[src/rtl/parity_xcvr_pkg.sv]
package parity_xcvr_pkg;

   // how an XOR reduction is built
   typedef enum logic {
      XOR_FLAT = 1'b0,
      XOR_TREE = 1'b1
   } xor_style_e;

   // drive and check enables derived from the mode inputs
   typedef struct packed {
      logic a_drv;
      logic b_drv;
      logic p_drv;
      logic chk_on;
   } xcvr_ctl_t;

endpackage

[src/rtl/xor_reduce.sv]
module xor_reduce
   import parity_xcvr_pkg::*;
#(
   parameter int         W     = 8,
   parameter xor_style_e STYLE = XOR_TREE
) (
   input  logic [W-1:0] din,
   output logic         odd
);
   localparam int LEVELS = (W > 1) ? $clog2(W) : 1;
   localparam int LEAVES = 1 << LEVELS;
   localparam int NODES  = 2 * LEAVES - 1;

   generate
      if (W < 1) begin : g_bad_width
         $error("xor_reduce: W must be at least 1");
      end

      if (STYLE == XOR_FLAT) begin : g_flat
         assign odd = ^din;
      end else begin : g_tree
         logic [NODES-1:0] node;
         // leaves occupy the upper half of the heap, padded with zeros
         for (genvar i = 0; i < LEAVES; i++) begin : g_leaf
            if (i < W) begin : g_used
               assign node[LEAVES-1+i] = din[i];
            end else begin : g_pad
               assign node[LEAVES-1+i] = 1'b0;
            end
         end
         for (genvar n = 0; n < LEAVES - 1; n++) begin : g_inner
            assign node[n] = node[2*n+1] ^ node[2*n+2];
         end
         assign odd = node[0];
      end
   endgenerate
endmodule

[src/rtl/xcvr_mode.sv]
module xcvr_mode
   import parity_xcvr_pkg::*;
(
   input  logic      dir_tx,
   input  logic      oe_n,
   output xcvr_ctl_t ctl
);
   logic live;

   always_comb begin
      live       = ~oe_n;
      ctl.a_drv  = live & ~dir_tx;
      ctl.b_drv  = live &  dir_tx;
      ctl.p_drv  = live &  dir_tx;
      ctl.chk_on = live & ~dir_tx;
   end
endmodule

[src/rtl/parity_check.sv]
module parity_check (
   input  logic chk_on,
   input  logic odd_sel,
   input  logic rx_odd,
   output logic err_n
);
   logic mismatch;

   // received group (data plus parity bit) must have odd count for odd sense
   always_comb begin
      mismatch = rx_odd ^ odd_sel;
      err_n    = ~(chk_on & mismatch);
   end
endmodule

[src/rtl/parity_xcvr.sv]
module parity_xcvr
   import parity_xcvr_pkg::*;
#(
   parameter int         W     = 8,
   parameter xor_style_e STYLE = XOR_TREE
) (
   input  logic         dir_tx,
   input  logic         oe_n,
   input  logic         odd_sel,
   input  logic [W-1:0] a_in,
   output logic [W-1:0] a_out,
   output logic         a_oe,
   input  logic [W-1:0] b_in,
   output logic [W-1:0] b_out,
   output logic         b_oe,
   input  logic         par_in,
   output logic         par_out,
   output logic         par_oe,
   output logic         err_n
);
   localparam int RXW = W + 1;

   generate
      if (W < 1) begin : g_bad_width
         $error("parity_xcvr: W must be at least 1");
      end
   endgenerate

   xcvr_ctl_t ctl;
   logic      tx_odd;
   logic      rx_odd;

   xcvr_mode u_mode (
      .dir_tx (dir_tx),
      .oe_n   (oe_n),
      .ctl    (ctl)
   );

   xor_reduce #(.W(W), .STYLE(STYLE)) u_tx_par (
      .din (a_in),
      .odd (tx_odd)
   );

   xor_reduce #(.W(RXW), .STYLE(STYLE)) u_rx_par (
      .din ({par_in, b_in}),
      .odd (rx_odd)
   );

   parity_check u_chk (
      .chk_on  (ctl.chk_on),
      .odd_sel (odd_sel),
      .rx_odd  (rx_odd),
      .err_n   (err_n)
   );

   always_comb begin
      a_out   = b_in;
      b_out   = a_in;
      a_oe    = ctl.a_drv;
      b_oe    = ctl.b_drv;
      par_oe  = ctl.p_drv;
      par_out = tx_odd ^ odd_sel;
   end
endmodule

[config.mk]
export PLATFORM = sky130hd
export DESIGN_NAME = parity_xcvr
export DESIGN_NICKNAME = d
export VERILOG_FILES = /design/src/rtl/parity_xcvr_pkg.sv /design/src/rtl/xor_reduce.sv /design/src/rtl/xcvr_mode.sv /design/src/rtl/parity_check.sv /design/src/rtl/parity_xcvr.sv
export SDC_FILE = /design/constraint.sdc
export NUM_CORES = 1
export LEC_CHECK = 0
export BUFFER_PORTS_ARGS = -buffer_cell sky130_fd_sc_hd__buf_2
export CAP_MARGIN = 20
export CORE_AREA = 4 4 41 43
export DETAILED_ROUTE_END_ITERATION = 10
export DIE_AREA = 0 0 45 47
export PLACE_DENSITY = 0.69
export SLEW_MARGIN = 15
export SYNTH_ARGS = -nofsm -noshare
export SYNTH_HDL_FRONTEND = slang
export SYNTH_SLANG_ARGS = --single-unit
[constraint.sdc]
create_clock -name vclk -period 0.8
set_input_delay 0.04 -clock vclk [all_inputs]
set_output_delay 0.04 -clock vclk [all_outputs]
set_load 0.02 [all_outputs]
* Yosys cells after proc, flatten, opt, wreduce, memory -nomap -nowiden
Cells that the tools add are included.
** Cells by class
- Add/sub/neg operators :: 0
- $mul :: 0
- Divide/modulo/power cells :: 0
- Magnitude comparators :: 0
- Eq/ne operators :: 0
- Shifts and indexed selects :: 0
- Muxes and demuxes :: 0
- Bitwise operators :: 23
- Reduce and logical (&&, ||, !) cells :: 0
** Operators by type and width (number)
- bitwise XOR 1 bit :: 17
- AND 1 bit :: 3
- NOT 1 bit :: 3
** Word-level totals
- Register bits after elaboration :: 0
- Latch bits :: 0
- Memory bits (writable) :: 0
- ROM bits :: 0
- Output and inout port bits :: 21
- Memories kept :: 0

* Logic depth before layout (Yosys ltp)
Gate-level depths: netlist of run 1.
- Word-level depth :: 7
- Depth in mapped cells :: 4
- Gate-level depth less buffers :: 4

* Hierarchy
A second synthesis of run 1 with hierarchy kept.
** Second synthesis, totals
- Cell total of the unflattened synthesis :: 37
- Area total of the unflattened synthesis :: 317.8 um2
** Modules (own cells, without submodules)
- parity_xcvr :: instances 1, cells an instance 17, area each 128.9 um2, seq. area each 0.0 um2
- xor_reduce (u_rx_par) :: instances 1, cells an instance 7, area each 82.6 um2, seq. area each 0.0 um2
- xor_reduce (u_tx_par) :: instances 1, cells an instance 7, area each 61.3 um2, seq. area each 0.0 um2
- xcvr_mode :: instances 1, cells an instance 4, area each 32.5 um2, seq. area each 0.0 um2
- parity_check :: instances 1, cells an instance 2, area each 12.5 um2, seq. area each 0.0 um2

* Least setup slack after synthesis of run 1
No wires, ideal clock.
- Kind :: input -> output
- From :: in b_in[5]
- To :: out err_n
- Arrival time :: 875 ps
- Required time :: 760 ps
- Path slack :: -115 ps
- Stages on the path :: 4
- Path buffers :: 0
- Cells stage by stage :: xor2_1 xnor3_1 xnor2_1 nand2_1
** Between the ends
- Cells in the longest elaborated chain, start to end :: 7
** RTL lines
- from (decl) :: line parity_xcvr.sv:13 : input logic [W-1:0] b_in,
- bitwise XOR 1 bit (4 in a row) :: line xor_reduce.sv:32 : assign node[n] = node[2*n+1] ^ node[2*n+2];
- bitwise XOR 1 bit :: line parity_check.sv:11 : mismatch = rx_odd ^ odd_sel;
- AND 1 bit :: line parity_check.sv:12 : err_n = ~(chk_on & mismatch);
- NOT 1 bit :: line parity_check.sv:12
- to (decl) :: line parity_xcvr.sv:19 : output logic err_n
No other way between the ends.

* Worst setup path after layout of run 1
- From :: in b_in[2]
- To :: out err_n
The elaborated chain is that of the path after synthesis.

==> impl_summary.txt, run 1 <==
----------------------------------------------------
[Cells and area]
  NumNets Final ... 85
  Most frequent standard cell in the layout excluding fill and tap cells ... buf_2
  FF+latch count ... 0
  Sequential cell area ... 0 um2
  Clock buffer count ... 0
  Most used cells in the layout excluding fill and tap cells ... 33 x buf_2, 6 x xnor2_2, 5 x xnor2_1, 5 x buf_6, 4 x buf_4
  Number of filler cells placed in the layout ... 137
  Share of cells above drive strength 1 ... 0.8254
  Layout overhead on the synthesized area ... 77.12%
  Layout Utilization ... 0.4019
  Count of inserted antenna diode cells ... 0
  Multi-input gate area ... roughly 220 um2

[Power]
  Peak supply drop ... approximately 460 uV
  Power density over cell area ... roughly 1100 nW/um2
  Leakage component of the power ... 0.2930 nW
  Post-route total power ... between 0.5 and 0.6 mW

[Timing]
  Worst setup margin ... -0.2871 ns
  Unrepaired setup endpoints after global routing ... yes
  Slew at the pin with the worst max-slew slack ... around 0.26 ns
  Final number of max-transition violations ... 0
  Peak Freq ... approximately 0.92 GHz
  Sum Neg Setup Slack ... -0.4360 ns
  Final critical-path required period ... roughly 1.1 ns
  Final clock period utilization by the worst path ... 1.359
  Normalized max-slew margin ... 0.8238
  Final setup viols ... 2
  Total count of hold-check failures in the final report ... 0

[Critical path]
  Required time at the worst-slack endpoint ... 0.76 ns
  Category of the worst setup path launch point ... input pin
  WS Path Type ... in2out
  Largest fanout on the critical path ... 2
  Slowest cell on crit path ... xnor3_1
  Cell chain of the critical path ... buf_8 > xor2_2 > xnor3_1 > xnor2_2 > nand2_2 > buf_6
  Cell family with most CP delay ... XOR/XNOR gates
  Critical Path End Type ... primary output
  Critical Path AT ... 1.05 ns
  Largest stage delay on the critical path ... roughly 0.44 ns
  Number of buffer and inverter stages on the critical path ... 2

[Global route]
  Pin count of the biggest net entering global routing ... 3
  Vias in the first global route ... 273
  Total track usage ... 0.06161
  Initial antenna violation count ... 0
  Wire length of the first global-routing pass ... 1000 um
  Remaining global-route overflow ... 0

[Clocking]
  Hold buffer count at cts ... 0
  Number of setup buffers added after CTS ... 0

[Floorplanning]
  Core Region ... around 1300 um2
  Rows ... 13
  Die width ... between 40 and 50 um
  Top-level I/O count ... 41
  DIE HEIGHT ... 47 um
  Initial cell density of the core ... 0.2269
  Die area ... about 2100 um2

[Yosys]
  Cell area after synthesis ... 295.3 um2
  Per-instance average area after synthesis ... approximately 8.2 um2
  Top area cells in the synthesized netlist ... buf_4 43%, xnor2_1 33%, xor2_1 12%
  Share of the yosys chip area belonging to registers ... 0
  Yosys warning count ... 0
  Area share of the largest cell type after synthesis ... 0.4322
  Cell variety after synth ... 7
  Cell count after synthesis ... 36
  Mapped Nets ... 56
  Cell type with the highest aggregate area in the netlist ... buf_4

[Run status]
  Violated checks ... negative setup slack
  Result of the run ... finished, violations left

[Drt]
  Average via count per standard cell ... around 4.0
  Iter 0 DRT Violations ... 1
  Antenna-violating nets left ... 0
  Total detailed-routing wirelength ... around 730 um
  Final routed DRC violation total ... 0
  Detailed-routing iteration count for the pre-antenna-repair pass ... 2
  Total via count in the routed design ... just over 300
  Routed length per placed instance ... approximately 9.4 um

[Min path]
  Worst min-delay path category ... in2out

[Place]
  Weighted congestion reported at the end of routability-driven placement ... ~0.58
  Port buffer count ... between 40 and 50

[Flow run]
  Max-cap violations ... 0

----------------------------------------------------
==> path summary, 6_finish.rpt <==
kind / start / end / cells past startpoint
max: b_in[2] / err_n / 6
min: a_in[4] / b_out[4] / 2
==> cells by family (layout without fill, tap and decap cells) <==
group	count (synthesis)	after routing	share of synthesized area
buffers and inverters	17	44	0.4322
XOR/XNOR	16	16	0.5212
AND/OR/NAND/NOR	3	3	0.04660
==> power by group <==
group | internal [mW] | switching, mW | leakage [nW]
combinational | 0.295 | 0.257 | 0.293
clock | 0 | 0 | 0
sequential | 0 | 0 | 0
==> synth_stat cells (all sizes together) <==
| cell type | count |
|---|---|
| xnor2 | 11 |
| nor2 | 1 |
| nor2b | 1 |
| buf | 17 |
| xnor3 | 1 |
| nand2 | 1 |
| xor2 | 4 |
==> stage by stage <==
| step | hold slack (ns) | instances | setup slack, ns | cell area, um2 |
|---|---|---|---|---|
| after CTS | 0.3083 | 78 | -0.3455 | 508.0 |
| after floorplan | 0.1653 | 36 | -0.08611 | 312.8 |
| after detailed placement | 0.3249 | 78 | -0.3927 | 431.7 |
| after global routing | 0.3092 | 78 | -0.3305 | 523.0 |
| final | 0.3044 | 78 | -0.2871 | 523.0 |
| after global placement | 0.3241 | 78 | -0.3204 | 431.7 |
==> per-layer routing <==
layer  GRT usage  vias to the layer above  wire, um
met4           0                        0         0
li1            -                      147         -
met3    0.007663                        0       166
met1     0.04773                      130       162
met2      0.1554                       32       402
met5           0                        -         0
==> final cells by class <==
cell class / instances / area share
timing repair buffer: 44 / 0.5383
multi-input combinational: 19 / 0.4258
tap: 15 / 0.03589
==> repair_timing <==
item                       CTS  global route
resized for setup           13             3
hold endpoints to repair     0             0
pin swaps                    9             5
setup endpoints to repair    2             2
Power figures use the tool's default switching activity.
==> run 2: changes to the inputs <==
--- a/config.mk
+++ b/config.mk
@@ -11,6 +11,7 @@
 export DETAILED_ROUTE_END_ITERATION = 10
 export DIE_AREA = 0 0 45 47
 export PLACE_DENSITY = 0.69
+export RECOVER_POWER = 100
 export SLEW_MARGIN = 15
 export SYNTH_ARGS = -nofsm -noshare
 export SYNTH_HDL_FRONTEND = slang
==> impl_summary.txt, run 2 (synthesis results as in run 1) <==
----------------------------------------------------
[Run status]
  Result of the run ... finished, violations left
  Violated checks ... negative setup slack

[Floorplanning]
  Core Region ... about 1300 um2
  Rows ... 13
  Top-level I/O count ... 41
  Initial cell density of the core ... 0.2269
  Die area ... 2115 um2
  Die width ... 45 um
  DIE HEIGHT ... 47 um

[Timing]
  Slew at the pin with the worst max-slew slack ... approximately 0.26 ns
  Peak Freq ... a little over 0.9 GHz
  Sum Neg Setup Slack ... -0.4372 ns
  Final critical-path required period ... roughly 1.1 ns
  Total count of hold-check failures in the final report ... 0
  Final number of max-transition violations ... 0
  Worst setup margin ... -0.2875 ns
  Final clock period utilization by the worst path ... 1.359
  Final setup viols ... 2
  Unrepaired setup endpoints after global routing ... yes
  Worst slack on hold paths ... around 0.31 ns
  Normalized max-slew margin ... 0.8238

[Drt]
  Iter 0 DRT Violations ... 1
  Final routed DRC violation total ... 0
  Total detailed-routing wirelength ... 738 um
  Average via count per standard cell ... 3.923
  Antenna-violating nets left ... 0
  Detailed-routing iteration count for the pre-antenna-repair pass ... 2
  Routed length per placed instance ... around 9.5 um
  Total via count in the routed design ... between 300 and 400

[Global route]
  Vias in the first global route ... 273
  Remaining global-route overflow ... 0
  Total track usage ... 0.06161
  Pin count of the biggest net entering global routing ... 3
  Wire length of the first global-routing pass ... 1000 um
  Initial antenna violation count ... 0

[Place]
  Port buffer count ... 41
  Placed cell areas ... 431.7 um2
  Weighted congestion reported at the end of routability-driven placement ... 0.5812
  Cell count after placement ... between 70 and 80

[Clocking]
  Number of setup buffers added after CTS ... 0

[Min path]
  Hold Path Stages ... 2
  Hold Crit Start ... b_in[2]
  Hold-critical path endpoint ... a_out[2]
  Worst min-delay path category ... in2out

[Power]
  Peak supply drop ... 461.1 uV
  Leakage component of the power ... about 0.25 nW
  Power density over cell area ... about 1100 nW/um2

[Cells and area]
  NumNets Final ... 85
  Count of inserted antenna diode cells ... 0
  Most frequent standard cell in the layout excluding fill and tap cells ... buf_2
  Share of cells above drive strength 1 ... 0.5714
  Sequential cell area ... 0 um2
  Layout overhead on the synthesized area ... 70.34%
  FF+latch count ... 0
  Most used cells in the layout excluding fill and tap cells ... 17 x buf_2, 16 x clkbuf_1, 6 x xnor2_2
  Post-route non-filler standard cell count ... about 80
  Fin area ... a little over 500 um2
  Clock buffer count ... 0

[Critical path]
  Category of the worst setup path launch point ... input pin
  Critical Path AT ... approximately 1.1 ns
  WS Path Type ... in2out
  Critical Path End Type ... primary output
  Required time at the worst-slack endpoint ... 0.76 ns
  Largest fanout on the critical path ... 2

[Flow run]
  Max-cap violations ... 0

----------------------------------------------------
[run 2: how the worst max path moves through the flow]
stage               cells past startpoint    end  startpoint  slack (ns)
global placement                        6  err_n     b_in[4]       -0.32
CTS                                     6  err_n     b_in[5]       -0.35
finish                                  6  err_n     b_in[2]       -0.29
global route                            6  err_n     b_in[2]       -0.33
floorplan                               4  err_n     b_in[4]       -0.09
detailed placement                      6  err_n     b_in[6]       -0.39
[run 2: metrics by stage]
step	util	setup slack, ns	power, mW
2_1_floorplan	-	-0.08611	0.3654
3_3_place_gp	0.3317	-0.3204	0.4627
6_report	0.3865	-0.2875	0.5417
5_1_grt	0.3865	-0.3305	0.5773
4_1_cts	0.3904	-0.3455	0.5339
3_5_place_dp	0.3317	-0.3927	0.4714
[run 2: cell type report]
cell class	instances	area (um2)
fillers	148	798.3
repair buffers	44	261.5
multi-input cells	19	222.7
well taps	15	18.77
[run 2: where the power goes]
| group | leakage (nW) | switching (mW) | internal [mW] |
|---|---|---|---|
| Sequential | 0 | 0 | 0 |
| Clock | 0 | 0 | 0 |
| Combinational | 0.247 | 0.259 | 0.283 |
| Total | 0.247 | 0.259 | 0.283 |
[run 2: critical path, stage by stage]
cell and delay, ns:
buf_8 0.10, xor2_2 0.13, xnor3_1 0.44, xnor2_2 0.15
nand2_2 0.06, buf_6 0.13
[run 2: timing repair]
action,in CTS,in global routing
gates resized for setup,13,3
endpoints found under the setup margin,2,2
hold buffers,0,0
pin swaps,9,5
[run 2: routing by layer]
| metal | routed length (um) | vias to the layer above | global-route usage |
|---|---|---|---|
| li1 | - | 146 | - |
| met1 | 166 | 128 | 0.04773 |
| met2 | 401 | 32 | 0.1554 |
| met3 | 170 | 0 | 0.007663 |
| met4 | 0 | 0 | 0 |
| met5 | 0 | - | 0 |
==> run 3: changes to the inputs <==
--- a/config.mk
+++ b/config.mk
@@ -10,7 +10,7 @@
 export CORE_AREA = 4 4 41 43
 export DETAILED_ROUTE_END_ITERATION = 10
 export DIE_AREA = 0 0 45 47
-export PLACE_DENSITY = 0.69
+export PLACE_DENSITY = 0.7
 export RECOVER_POWER = 100
 export SLEW_MARGIN = 15
 export SYNTH_ARGS = -nofsm -noshare
==> impl_summary.txt, run 3 (synthesis results as in run 1) <==
----------------------------------------------------
[Run status]
  Result of the run ... finished, violations left
  Violated checks ... negative setup slack

[Cells and area]
  Most used cells in the layout excluding fill and tap cells ... 16 x clkbuf_1, 15 x buf_2, 6 x buf_6
  Share of cells above drive strength 1 ... 0.5645
  NumNets Final ... between 80 and 90
  Layout Utilization ... 0.4048
  Most frequent standard cell in the layout excluding fill and tap cells ... clkbuf_1
  Sequential cell area ... 0 um2
  Count of inserted antenna diode cells ... 0
  Layout overhead on the synthesized area ... 78.39%
  FF+latch count ... 0
  Clock buffer count ... 0

[Timing]
  Total count of hold-check failures in the final report ... 0
  Final critical-path required period ... roughly 1.1 ns
  Peak Freq ... around 0.91 GHz
  Sum Neg Setup Slack ... -0.4467 ns
  Unrepaired setup endpoints after global routing ... yes
  Slew at the pin with the worst max-slew slack ... ~0.25 ns
  Final setup viols ... 2
  Final number of max-transition violations ... 0
  Normalized max-slew margin ... 0.8336
  Worst setup margin ... -0.2976 ns
  Final clock period utilization by the worst path ... 1.372

[Floorplanning]
  Top-level I/O count ... 41
  Die area ... 2115 um2
  Initial cell density of the core ... 0.2269
  DIE HEIGHT ... about 47 um
  Core Region ... ~1300 um2
  Rows ... 13
  Die width ... roughly 45 um

[Global route]
  Pin count of the biggest net entering global routing ... 3
  Remaining global-route overflow ... 0
  Vias in the first global route ... between 200 and 300
  Initial antenna violation count ... 0
  Wire length of the first global-routing pass ... between 1000 and 1500 um
  Total track usage ... 0.06156

[Drt]
  Final routed DRC violation total ... 0
  Total detailed-routing wirelength ... approximately 700 um
  Detailed-routing iteration count for the pre-antenna-repair pass ... 1
  Total via count in the routed design ... a little over 300
  Average via count per standard cell ... 4.026
  Antenna-violating nets left ... 0
  Routed length per placed instance ... slightly above 9 um
  Iter 0 DRT Violations ... 0

[Power]
  Post-route total power ... approximately 0.58 mW
  Leakage component of the power ... 0.2526 nW
  Peak supply drop ... about 650 uV
  Power density over cell area ... 1094 nW/um2

[Place]
  Port buffer count ... 41
  Dpl hpwl ... around 600 um
  Weighted congestion reported at the end of routability-driven placement ... 0.6551

[Critical path]
  Category of the worst setup path launch point ... input pin
  Critical Path End Type ... primary output
  Most frequent cell on the critical path ... xnor2_2
  Largest fanout on the critical path ... 2
  WS Path Type ... in2out
  Cell chain of the critical path ... buf_8 > xnor2_2 > xnor3_1 > xnor2_2 > nand2_2 > buf_6
  Critical Path AT ... around 1.1 ns
  Required time at the worst-slack endpoint ... approximately 0.76 ns
  Slowest cell on crit path ... xnor3_1
  Largest stage delay on the critical path ... about 0.44 ns

[Min path]
  Hold Path Stages ... 2
  Worst min-delay path category ... in2out

[Flow run]
  Max-cap violations ... 0

[Clocking]
  Number of setup buffers added after CTS ... 0

----------------------------------------------------
run 3: path summary, 6_finish.rpt:
kind / startpoint / to / slack, ns
max: b_in[7] / err_n / -0.30
min: b_in[7] / a_out[7] / 0.31
run 3: layout make-up:
class	instances	area, um2
well taps	15	18.77
fillers	144	774.5
repair buffers	43	262.8
multi-input cells	19	245.2
run 3: per-stage QoR:
stage / hold WS, ns / cell area (um2) / cells / setup slack [ns]
after global routing: 0.3182 / 526.8 / 77 / -0.3803
after global placement: 0.3246 / 424.2 / 77 / -0.3253
after floorplan: 0.1653 / 312.8 / 36 / -0.08611
after detailed placement: 0.3261 / 424.2 / 77 / -0.3619
final: 0.3097 / 526.8 / 77 / -0.2976
after CTS: 0.2997 / 515.5 / 77 / -0.3447
run 3: per-layer routing:
metal  vias to the layer above  global-route usage  share of wire  wire, um
met5                         -                   0              0         0
met4                         0                   0              0         0
met3                         0            0.007663           0.30       212
met2                        37              0.1328           0.48       340
met1                       127             0.06576           0.21       151
li1                        146                   -              -         -
run 3: where the power goes:
| part | internal (mW) | total (mW) | switching [mW] | leakage [nW] |
|---|---|---|---|---|
| combinational | 0.307 | 0.576 | 0.269 | 0.253 |
| sequential | 0 | 0 | 0 | 0 |
| clock | 0 | 0 | 0 | 0 |
run 3: timing repair:
item	4_1_cts	5_1_grt
resized for setup	15	6
setup endpoints to repair	2	2
hold buffers	0	0
pin swaps	9	5
run 3: worst max-delay path, delay by kind of cell:
| family | cells | cell delay (ns) |
|---|---|---|
| xor+xnor | 3 | 0.73 |
| buf+inv | 2 | 0.23 |
| simple gates | 1 | 0.06 |
